===== src/rtl/psram_pkg.sv =====
package psram_pkg;

    localparam int WORD_W    = 16;
    localparam int BURST_MAX = 4;

    typedef enum logic [2:0] {
        ST_PWR,
        ST_IDLE,
        ST_SETUP,
        ST_ACT,
        ST_REL,
        ST_DONE
    } st_e;

    // control fields carried through a request
    typedef struct packed {
        logic       wr;
        logic [1:0] be;
        logic [1:0] left;
        logic [1:0] idx;
        logic       full;
    } ctl_t;

    function automatic int ns2cyc(input int ns, input int clk_ps);
        return (ns * 1000 + clk_ps - 1) / clk_ps;
    endfunction

    function automatic logic [WORD_W-1:0] lane_mask(input logic [WORD_W-1:0] w,
                                                    input logic [1:0] be);
        return {be[1] ? w[15:8] : 8'h00, be[0] ? w[7:0] : 8'h00};
    endfunction

endpackage


===== src/rtl/psram_pwrup.sv =====
module psram_pwrup #(
    parameter int WAIT_CYC = 10000
) (
    input  logic clk,
    input  logic rst,
    output logic done
);
    localparam int W = $clog2(WAIT_CYC + 1) + 1;

    logic [W-1:0] cnt;

    always_ff @(posedge clk) begin
        if (rst)                      cnt <= '0;
        else if (cnt != W'(WAIT_CYC)) cnt <= cnt + 1'b1;
    end

    assign done = (cnt == W'(WAIT_CYC));

    assert_pwr_sticky_R1: assert property (@(posedge clk) disable iff (rst)
        done |=> done);

endmodule


===== src/rtl/psram_run_guard.sv =====
module psram_run_guard #(
    parameter int LIMIT = 1600,
    parameter int LEN_W = 6
) (
    input  logic             clk,
    input  logic             rst,
    input  logic             start,
    input  logic             start_full,
    input  logic [LEN_W-1:0] beat_len,
    input  logic [LEN_W-1:0] page_len,
    output logic             allow_page
);
    localparam int RUN_W = $clog2(LIMIT + (2 ** LEN_W) + 1) + 1;

    logic [RUN_W-1:0] run;
    logic [RUN_W:0]   cand;

    always_ff @(posedge clk) begin
        if (rst)            run <= '0;
        else if (start)     run <= start_full ? RUN_W'(beat_len) : run + RUN_W'(beat_len);
    end

    assign cand       = {1'b0, run} + (RUN_W + 1)'(page_len);
    assign allow_page = (cand <= (RUN_W + 1)'(LIMIT));

    // the run of short cycles stays inside its budget
    assert_run_cap_R7: assert property (@(posedge clk) disable iff (rst)
        run <= RUN_W'(LIMIT));

endmodule


===== src/rtl/psram_seq.sv =====
module psram_seq
    import psram_pkg::*;
#(
    parameter int ADDR_W  = 20,
    parameter int LEN_W   = 6,
    parameter int T_RC    = 7,
    parameter int T_PRC   = 4,
    parameter int T_PREC  = 1,
    parameter int T_WP    = 5,
    parameter int T_PWC   = 4,
    parameter int RD_LEAD = 1
) (
    input  logic                  clk,
    input  logic                  rst,
    input  logic                  pwr_done,
    input  logic                  req_valid,
    output logic                  req_ready,
    input  logic                  req_write,
    input  logic [ADDR_W-1:0]     req_addr,
    input  logic [1:0]            req_be,
    input  logic [1:0]            req_len,
    input  logic [BURST_MAX*WORD_W-1:0] req_wdata,
    output logic                  rd_valid,
    output logic [WORD_W-1:0]     rd_data,
    output logic [ADDR_W-1:0]     mem_addr,
    output logic                  mem_cs_n,
    output logic                  mem_oe_n,
    output logic                  mem_we_n,
    output logic                  mem_ub_n,
    output logic                  mem_lb_n,
    output logic                  mem_pd_n,
    output logic [WORD_W-1:0]     mem_dq_out,
    output logic                  mem_dq_oe,
    input  logic [WORD_W-1:0]     mem_dq_in,
    output logic                  g_start,
    output logic                  g_start_full,
    output logic [LEN_W-1:0]      g_beat_len,
    output logic [LEN_W-1:0]      g_page_len,
    input  logic                  g_allow_page
);
    localparam int WR_S0 = (T_RC > T_WP) ? (T_RC - T_WP) : 1;

    function automatic logic [LEN_W-1:0] setup_len(input logic wr, input logic full);
        if (!full) return LEN_W'(T_PREC);
        return wr ? LEN_W'(WR_S0) : LEN_W'(RD_LEAD);
    endfunction

    function automatic logic [LEN_W-1:0] act_len(input logic wr, input logic full);
        if (full) return wr ? LEN_W'(T_WP) : LEN_W'(T_RC);
        return wr ? LEN_W'(T_PWC) : LEN_W'(T_PRC);
    endfunction

    st_e                         st, st_n;
    ctl_t                        ctl, ctl_n;
    logic [LEN_W-1:0]            cnt, cnt_n;
    logic [ADDR_W-1:0]           addr, addr_n, nxt_a;
    logic [BURST_MAX*WORD_W-1:0] wd, wd_n;
    logic                        rdv_n;
    logic [WORD_W-1:0]           rdd_n;
    logic                        wr_eff;
    logic                        act;

    assign nxt_a  = addr + 1'b1;
    assign wr_eff = (st == ST_IDLE) ? req_write : ctl.wr;

    always_comb begin
        st_n         = st;
        ctl_n        = ctl;
        cnt_n        = cnt;
        addr_n       = addr;
        wd_n         = wd;
        rdv_n        = 1'b0;
        rdd_n        = rd_data;
        g_start      = 1'b0;
        g_start_full = 1'b0;
        case (st)
            ST_PWR: if (pwr_done) st_n = ST_IDLE;
            ST_IDLE: if (req_valid) begin
                ctl_n.wr     = req_write;
                ctl_n.be     = req_be;
                ctl_n.left   = req_len;
                ctl_n.idx    = 2'd0;
                ctl_n.full   = 1'b1;
                addr_n       = req_addr;
                wd_n         = req_wdata;
                st_n         = ST_SETUP;
                cnt_n        = setup_len(req_write, 1'b1);
                g_start      = 1'b1;
                g_start_full = 1'b1;
            end
            ST_SETUP: begin
                if (cnt == LEN_W'(1)) begin
                    st_n  = ST_ACT;
                    cnt_n = act_len(ctl.wr, ctl.full);
                end else begin
                    cnt_n = cnt - 1'b1;
                end
            end
            ST_ACT: begin
                if (cnt != LEN_W'(1)) begin
                    cnt_n = cnt - 1'b1;
                end else begin
                    if (!ctl.wr) begin
                        rdv_n = 1'b1;
                        rdd_n = lane_mask(mem_dq_in, ctl.be);
                    end
                    if (ctl.left == 2'd0) begin
                        st_n  = ST_DONE;
                        cnt_n = LEN_W'(T_PREC);
                    end else begin
                        addr_n     = nxt_a;
                        ctl_n.left = ctl.left - 1'b1;
                        ctl_n.idx  = ctl.idx + 1'b1;
                        ctl_n.full = 1'b1;
                        if (nxt_a[1:0] == 2'b00) begin
                            st_n  = ST_REL;
                            cnt_n = LEN_W'(T_PREC);
                        end else if (g_allow_page) begin
                            st_n       = ST_SETUP;
                            ctl_n.full = 1'b0;
                            cnt_n      = setup_len(ctl.wr, 1'b0);
                            g_start    = 1'b1;
                        end else begin
                            st_n         = ST_SETUP;
                            cnt_n        = setup_len(ctl.wr, 1'b1);
                            g_start      = 1'b1;
                            g_start_full = 1'b1;
                        end
                    end
                end
            end
            ST_REL: begin
                if (cnt == LEN_W'(1)) begin
                    st_n         = ST_SETUP;
                    cnt_n        = setup_len(ctl.wr, 1'b1);
                    g_start      = 1'b1;
                    g_start_full = 1'b1;
                end else begin
                    cnt_n = cnt - 1'b1;
                end
            end
            ST_DONE: begin
                if (cnt == LEN_W'(1)) st_n = ST_IDLE;
                else                  cnt_n = cnt - 1'b1;
            end
            default: st_n = ST_IDLE;
        endcase
    end

    assign g_page_len = setup_len(ctl.wr, 1'b0) + act_len(ctl.wr, 1'b0);
    assign g_beat_len = g_start_full ? (setup_len(wr_eff, 1'b1) + act_len(wr_eff, 1'b1))
                                     : (setup_len(wr_eff, 1'b0) + act_len(wr_eff, 1'b0));

    always_ff @(posedge clk) begin
        if (rst) begin
            st       <= ST_PWR;
            ctl      <= '0;
            cnt      <= '0;
            addr     <= '0;
            wd       <= '0;
            rd_valid <= 1'b0;
            rd_data  <= '0;
        end else begin
            st       <= st_n;
            ctl      <= ctl_n;
            cnt      <= cnt_n;
            addr     <= addr_n;
            wd       <= wd_n;
            rd_valid <= rdv_n;
            rd_data  <= rdd_n;
        end
    end

    assign act        = (st == ST_SETUP) || (st == ST_ACT);
    assign req_ready  = (st == ST_IDLE);
    assign mem_addr   = addr;
    assign mem_cs_n   = !act;
    assign mem_pd_n   = 1'b1;
    assign mem_oe_n   = !(act && !ctl.wr && ((st == ST_ACT) || !ctl.full));
    assign mem_we_n   = !((st == ST_ACT) && ctl.wr);
    assign mem_lb_n   = !(act && ctl.be[0]);
    assign mem_ub_n   = !(act && ctl.be[1]);
    assign mem_dq_oe  = act && ctl.wr;
    assign mem_dq_out = wd[{ctl.idx, 4'b0000} +: WORD_W];

    assert_no_contention_R8: assert property (@(posedge clk) disable iff (rst)
        mem_dq_oe |-> mem_oe_n);

    assert_we_inside_cs_R6: assert property (@(posedge clk) disable iff (rst)
        !mem_we_n |-> (!mem_cs_n && mem_dq_oe));

    assert_rdv_after_oe_R2: assert property (@(posedge clk) disable iff (rst)
        rd_valid |-> $past(!mem_oe_n));

    assert_idle_released_R1: assert property (@(posedge clk) disable iff (rst)
        req_ready |-> mem_cs_n);

    assert_lane_in_cs_R3: assert property (@(posedge clk) disable iff (rst)
        (!mem_lb_n || !mem_ub_n) |-> !mem_cs_n);

endmodule


===== src/rtl/psram_ctrl.sv =====
module psram_ctrl
    import psram_pkg::*;
#(
    parameter int ADDR_W    = 20,
    parameter int CLK_PS    = 10000,
    parameter int PWRUP_CYC = ns2cyc(100000, CLK_PS),
    parameter int RUN_LIMIT = ns2cyc(16000, CLK_PS),
    parameter int T_RC      = ns2cyc(70, CLK_PS),
    parameter int T_PRC     = ns2cyc(35, CLK_PS),
    parameter int T_PREC    = ns2cyc(10, CLK_PS),
    parameter int T_WP      = ns2cyc(50, CLK_PS),
    parameter int T_PWC     = ns2cyc(35, CLK_PS),
    parameter int RD_LEAD   = 1
) (
    input  logic              clk,
    input  logic              rst,
    input  logic              req_valid,
    output logic              req_ready,
    input  logic              req_write,
    input  logic [ADDR_W-1:0] req_addr,
    input  logic [1:0]        req_be,
    input  logic [1:0]        req_len,
    input  logic [63:0]       req_wdata,
    output logic              rd_valid,
    output logic [15:0]       rd_data,
    output logic [ADDR_W-1:0] mem_addr,
    output logic              mem_cs_n,
    output logic              mem_oe_n,
    output logic              mem_we_n,
    output logic              mem_ub_n,
    output logic              mem_lb_n,
    output logic              mem_pd_n,
    output logic [15:0]       mem_dq_out,
    output logic              mem_dq_oe,
    input  logic [15:0]       mem_dq_in
);
    localparam int LEN_W = $clog2(2 * (T_RC + T_PRC + T_PREC + T_WP + T_PWC + RD_LEAD) + 1) + 1;

    logic             pwr_done;
    logic             g_start, g_start_full, g_allow_page;
    logic [LEN_W-1:0] g_beat_len, g_page_len;

    psram_pwrup #(.WAIT_CYC(PWRUP_CYC)) u_pwrup (
        .clk (clk),
        .rst (rst),
        .done(pwr_done)
    );

    psram_run_guard #(.LIMIT(RUN_LIMIT), .LEN_W(LEN_W)) u_guard (
        .clk       (clk),
        .rst       (rst),
        .start     (g_start),
        .start_full(g_start_full),
        .beat_len  (g_beat_len),
        .page_len  (g_page_len),
        .allow_page(g_allow_page)
    );

    psram_seq #(
        .ADDR_W (ADDR_W),
        .LEN_W  (LEN_W),
        .T_RC   (T_RC),
        .T_PRC  (T_PRC),
        .T_PREC (T_PREC),
        .T_WP   (T_WP),
        .T_PWC  (T_PWC),
        .RD_LEAD(RD_LEAD)
    ) u_seq (
        .clk         (clk),
        .rst         (rst),
        .pwr_done    (pwr_done),
        .req_valid   (req_valid),
        .req_ready   (req_ready),
        .req_write   (req_write),
        .req_addr    (req_addr),
        .req_be      (req_be),
        .req_len     (req_len),
        .req_wdata   (req_wdata),
        .rd_valid    (rd_valid),
        .rd_data     (rd_data),
        .mem_addr    (mem_addr),
        .mem_cs_n    (mem_cs_n),
        .mem_oe_n    (mem_oe_n),
        .mem_we_n    (mem_we_n),
        .mem_ub_n    (mem_ub_n),
        .mem_lb_n    (mem_lb_n),
        .mem_pd_n    (mem_pd_n),
        .mem_dq_out  (mem_dq_out),
        .mem_dq_oe   (mem_dq_oe),
        .mem_dq_in   (mem_dq_in),
        .g_start     (g_start),
        .g_start_full(g_start_full),
        .g_beat_len  (g_beat_len),
        .g_page_len  (g_page_len),
        .g_allow_page(g_allow_page)
    );

    // no access can begin before the power-up wait ends
    assert_pwr_hold_R1: assert property (@(posedge clk) disable iff (rst)
        !pwr_done |-> (mem_cs_n && mem_pd_n));

endmodule


===== config.mk =====
export PLATFORM = sky130hd
export DESIGN_NAME = psram_ctrl
export DESIGN_NICKNAME = d
export VERILOG_FILES = /design/src/rtl/psram_pkg.sv /design/src/rtl/psram_pwrup.sv /design/src/rtl/psram_run_guard.sv /design/src/rtl/psram_seq.sv /design/src/rtl/psram_ctrl.sv
export SDC_FILE = /design/constraint.sdc
export NUM_CORES = 1
export LEC_CHECK = 0
export BUFFER_PORTS_ARGS = -buffer_cell sky130_fd_sc_hd__buf_2
export CORE_AREA = 2 2 181 129
export CTS_BUF_LIST = sky130_fd_sc_hd__clkbuf_8
export DETAILED_ROUTE_END_ITERATION = 12
export DIE_AREA = 0 0 183 131
export SYNTH_ARGS = -nofsm -noshare
export SYNTH_HDL_FRONTEND = slang
export SYNTH_HIERARCHICAL = 1
export SYNTH_SLANG_ARGS = --single-unit

===== constraint.sdc =====
create_clock -name clk -period 9.65 [get_ports clk]
set_clock_uncertainty 0.2 [all_clocks]
set_input_delay 2.4125 -clock clk [delete_from_list [all_inputs] [get_ports clk]]
set_output_delay 2.4125 -clock clk [all_outputs]
set_load 0.03 [all_outputs]

==> flow_results.xml <==
<?xml version="1.0" encoding="UTF-8"?>
<metrics>
  <group name="critical_path">
    <metric name="critical_path_peak_fanout" unit="">15</metric>
    <metric name="critical_path.max_stage_delay" unit="ns">0.41</metric>
    <metric name="r2r.worst_path.cells" unit="">22</metric>
    <metric name="worstReg2RegStart" unit="">u_guard/run[0]$_SDFFE_PP0P_</metric>
    <metric name="r2r_end" unit="">u_guard/run[6]$_SDFFE_PP0P_</metric>
    <metric name="critical_path_class" unit="">reg2reg</metric>
    <metric name="worstPathBufferInverterCount" unit="">2</metric>
    <metric name="cpLargestDelayFamily" unit="">compound AO/OA/AOI/OAI gates</metric>
    <metric name="critical_path_required" unit="ns">9.81</metric>
    <metric name="slowest_stage" unit="">fa_1</metric>
    <metric name="start_kind" unit="">flop</metric>
    <metric name="critical_path_arrival" unit="ns">5.47</metric>
    <metric name="worstSetupStartpoint" unit="">u_guard/run[0]$_SDFFE_PP0P_</metric>
    <metric name="crit_path_end_kind" unit="">flop</metric>
    <metric name="r2r_setup_slack" unit="ns">4.34</metric>
    <metric name="critical_path.cell_chain" unit="">ha_1 -&gt; fa_1 -&gt; a211oi_1 -&gt; nor2_1 -&gt; xor2_1 -&gt; a2111o_1 -&gt; a2111o_1 -&gt; o211ai_1 -&gt; nor3_1 -&gt; a31oi_1 -&gt; o21ai_0 -&gt; buf_4 -&gt; nand2_1 -&gt; ha_1 -&gt; inv_1 -&gt; fa_1 -&gt; nor2b_1 -&gt; o21a_1 -&gt; o21ai_0 -&gt; nor4b_1 -&gt; a211oi_1 -&gt; a311oi_1</metric>
  </group>
  <group name="power_and_ir_drop">
    <metric name="peak_vdd_ir" unit="V">0.0000684</metric>
    <metric name="power.static_leakage" unit="nW">3.39</metric>
    <metric name="cellPowerDensity" unit="nW/um^2">127</metric>
  </group>
  <group name="route">
    <metric name="drc_errors" unit="">0</metric>
    <metric name="detail-route-antenna-nets" unit="">0</metric>
    <metric name="num_vias" unit="">7209</metric>
    <metric name="route.final.wire_length" unit="microns">21300</metric>
    <metric name="dr.first_iter.drc_count" unit="">470</metric>
    <metric name="avgViaCountPerCell" unit="">5.18</metric>
    <metric name="routed_wire_length_per_instance" unit="microns">15.3</metric>
    <metric name="drtPass1Iterations" unit="">5</metric>
  </group>
  <group name="sta">
    <metric name="report.final.setup_viol" unit="">0</metric>
    <metric name="post-route-min-period" unit="ns">5.31</metric>
    <metric name="max_freq" unit="GHz">0.188</metric>
    <metric name="slew-limit-headroom" unit="%">16.2</metric>
    <metric name="worst_pin_slew" unit="ns">1.25</metric>
    <metric name="pins_over_their_slew_limit" unit="">0</metric>
    <metric name="rsz_0062_raised_after_global_routing" unit="">false</metric>
    <metric name="period_share" unit="%">55.0</metric>
    <metric name="fin_tns_setup" unit="ns">0</metric>
    <metric name="timing_hold_violations_final" unit="">0</metric>
  </group>
  <group name="global_route">
    <metric name="grt_max_degree" unit="">78</metric>
    <metric name="track_usage" unit="%">17.3</metric>
    <metric name="grt_remaining_overflow" unit="">0</metric>
    <metric name="initial_antenna_violation_count" unit="">3</metric>
    <metric name="grt_pass1_vias" unit="">6422</metric>
    <metric name="wire_length_of_the_first_global_routing_pass" unit="microns">33200</metric>
  </group>
  <group name="clock_tree">
    <metric name="numCtsBuffers" unit="">17</metric>
    <metric name="cts_hold_repair.buffers" unit="">0</metric>
    <metric name="cts_sinks" unit="">146</metric>
    <metric name="clockBufferDepth" unit="">2</metric>
    <metric name="path_clk_slew" unit="ns">0.09</metric>
    <metric name="postCtsSetupBuffers" unit="">0</metric>
    <metric name="clkLatencyLatePin" unit="ns">0.45</metric>
    <metric name="tritoncts" unit="">done</metric>
    <metric name="clock_tree.root_cell" unit="">clkbuf_8</metric>
    <metric name="cts-resized-gates" unit="">0</metric>
    <metric name="cts_htree_levels" unit="">4</metric>
  </group>
  <group name="worst_hold_path">
    <metric name="hold_path_depth" unit="">2</metric>
    <metric name="min_to" unit="">u_seq/rd_data[8]$_SDFFE_PP0P_</metric>
    <metric name="hold_path_class" unit="">reg2reg</metric>
    <metric name="hold_path_startpoint" unit="">u_seq/rd_data[8]$_SDFFE_PP0P_</metric>
  </group>
  <group name="layout">
    <metric name="syn_to_final_growth" unit="%">17.6</metric>
    <metric name="count_of_placed_standard_cells_in_the_final_layout_fillers_left_out" unit="">1391</metric>
    <metric name="layout.cell_area.non_filler" unit="sq um">9030</metric>
    <metric name="fill_cells" unit="">2346</metric>
    <metric name="multi_input_comb_area" unit="sq um">4370</metric>
    <metric name="final_nets" unit="">1220</metric>
    <metric name="layout-drive-gt1-share" unit="%">22.7</metric>
    <metric name="sequential_cell_area" unit="sq um">2920</metric>
  </group>
  <group name="logic_synthesis">
    <metric name="synth.top_cells.by_area" unit="">dfxtp_1, nand2_1, a21oi_1, mux4_2, ha_1</metric>
    <metric name="synth_top_area_cell" unit="">dfxtp_1</metric>
    <metric name="dominantRegCellSynth" unit="">dfxtp_1</metric>
    <metric name="yosys.cell_count.top_type" unit="">nand2_1</metric>
    <metric name="yosys_cell_types" unit="">71</metric>
    <metric name="share_of_synthesized_area_occupied_by_flip_flops_and_latches" unit="%">38.0</metric>
    <metric name="ys.warnings.count" unit="">6</metric>
    <metric name="syn_inst" unit="">961</metric>
    <metric name="asyncSetResetFlopFracSynth" unit="%">0</metric>
    <metric name="postSynthRegisterBits" unit="">146</metric>
    <metric name="synth_top_cell_area_share" unit="%">38.0</metric>
    <metric name="synth_edf_count" unit="">0</metric>
    <metric name="synth.cells.most_frequent" unit="">nand2_1, dfxtp_1, a21oi_1</metric>
    <metric name="post_synth_instance_area" unit="sq um">7680</metric>
    <metric name="syn_avg_cell_area" unit="sq um">8.00</metric>
  </group>
  <group name="place">
    <metric name="hpwlAfterDp" unit="microns">14500</metric>
    <metric name="finalWeightedCongestion" unit="">0.799</metric>
    <metric name="placedCellCount" unit="">1358</metric>
    <metric name="detailed_place.area" unit="sq um">8640</metric>
    <metric name="port-buffer-count" unit="">167</metric>
  </group>
  <group name="floorplan">
    <metric name="placement_rows" unit="">46</metric>
    <metric name="die_area" unit="sq um">24000</metric>
    <metric name="fp.dieW" unit="microns">183</metric>
    <metric name="area_inside_the_core_boundary" unit="sq um">22300</metric>
    <metric name="initial_cell_density_of_the_core" unit="%">34.4</metric>
    <metric name="ios" unit="">169</metric>
    <metric name="die_height" unit="microns">131</metric>
  </group>
  <group name="run_status">
    <metric name="run_status" unit="">completed</metric>
  </group>
  <group name="flow_run">
    <metric name="maxCapViolCount" unit="">0</metric>
  </group>
</metrics>
stage by stage:
step | setup WS, ns | util (%) | hold WS (ns) | total power [W]
4_1_cts | 4.31 | 40.4 | 0.256 | 0.00116
3_3_place_gp | 4.29 | 38.7 | 0.237 | 0.000669
2_1_floorplan | 4.62 | - | 0.233 | 0.000644
3_5_place_dp | 4.10 | 38.7 | 0.243 | 0.000669
6_report | 4.34 | 40.4 | 0.252 | 0.00115
5_1_grt | 3.95 | 40.4 | 0.266 | 0.00119
worst max-delay path by stage:
| stage | endpoint | cells past startpoint |
|---|---|---|
| 2_1_floorplan | u_guard/run[6]$_SDFFE_PP0P_ | 12 |
| 3_3_place_gp | u_guard/run[6]$_SDFFE_PP0P_ | 14 |
| 3_5_place_dp | u_guard/run[6]$_SDFFE_PP0P_ | 14 |
| 4_1_cts | u_guard/run[6]$_SDFFE_PP0P_ | 22 |
| 5_1_grt | u_guard/run[6]$_SDFFE_PP0P_ | 22 |
| 6_report | u_guard/run[6]$_SDFFE_PP0P_ | 22 |
where the power goes:
group / switching [W] / leakage [nW] / internal [W]
combinational: 0.0000274 / 2.01 / 0.0000235
sequential: 0.00000145 / 1.18 / 0.000603
clock: 0.000275 / 0.195 / 0.000216
total: 0.000304 / 3.39 / 0.000842
cell type report:
| class | instances | share of cell area (%) |
|---|---|---|
| Antenna cell | 1 | 0.0277 |
| Multi-Input combinational cell | 726 | 48.3 |
| Sequential cell | 146 | 32.4 |
| Timing Repair Buffer | 176 | 10.0 |
| Clock buffer | 17 | 2.59 |
| Inverter | 22 | 0.914 |
| Tap cell | 288 | 3.99 |
| Clock inverter | 15 | 1.75 |
state kept, by name (all words and copies together) (netlist names):
signal and flops:
u_seq/ctl 8, u_pwrup/cnt 15, u_seq/mem_addr 20, u_seq/rd_valid 1, u_seq/wd 64, u_seq/cnt 7
u_seq/rd_data 16, u_guard/run 12, u_seq/st 3
logic make-up after synthesis:
family	count (synthesis)	share of synthesized area [%]
other	2	0.0977
buffers and inverters	98	5.62
muxes	23	5.65
adders and majority gates	23	3.94
DFF	146	38.0
xor gates and xnor gates	26	2.96
AOI/OAI and AO/OA	234	18.7
and+or+nand+nor	409	25.0
metal layers:
layer	GRT usage, %	vias to the layer above	part of all wire (%)
li1	-	3640	-
met1	25.8	3344	52
met2	24.8	206	41
met3	3.88	17	6.4
met4	4.80	2	0.76
met5	0	-	0.052
layout by cell type, fill, tap and decap left out, types with 11 or more instances in the layout:
cell type and instances:
o21ai_0 22, nand4_1 11, nand2_1 196, inv_1 21, xor2_1 11, a211oi_1 11, nor3_1 21, conb_1 11
a31oi_1 14, xnor2_1 15, mux4_2 16, clkbuf_8 17, buf_2 166, nand3_1 38, ha_1 21, dfxtp_1 146
nor2_1 65, a21oi_1 123
worst min-delay path, stage by stage (launching register included):
cell and delay [ns]:
dfxtp_1 0.32, nand2_1 0.05, a21oi_1 0.05
No activity file was read; power rests on OpenSTA's default activity.
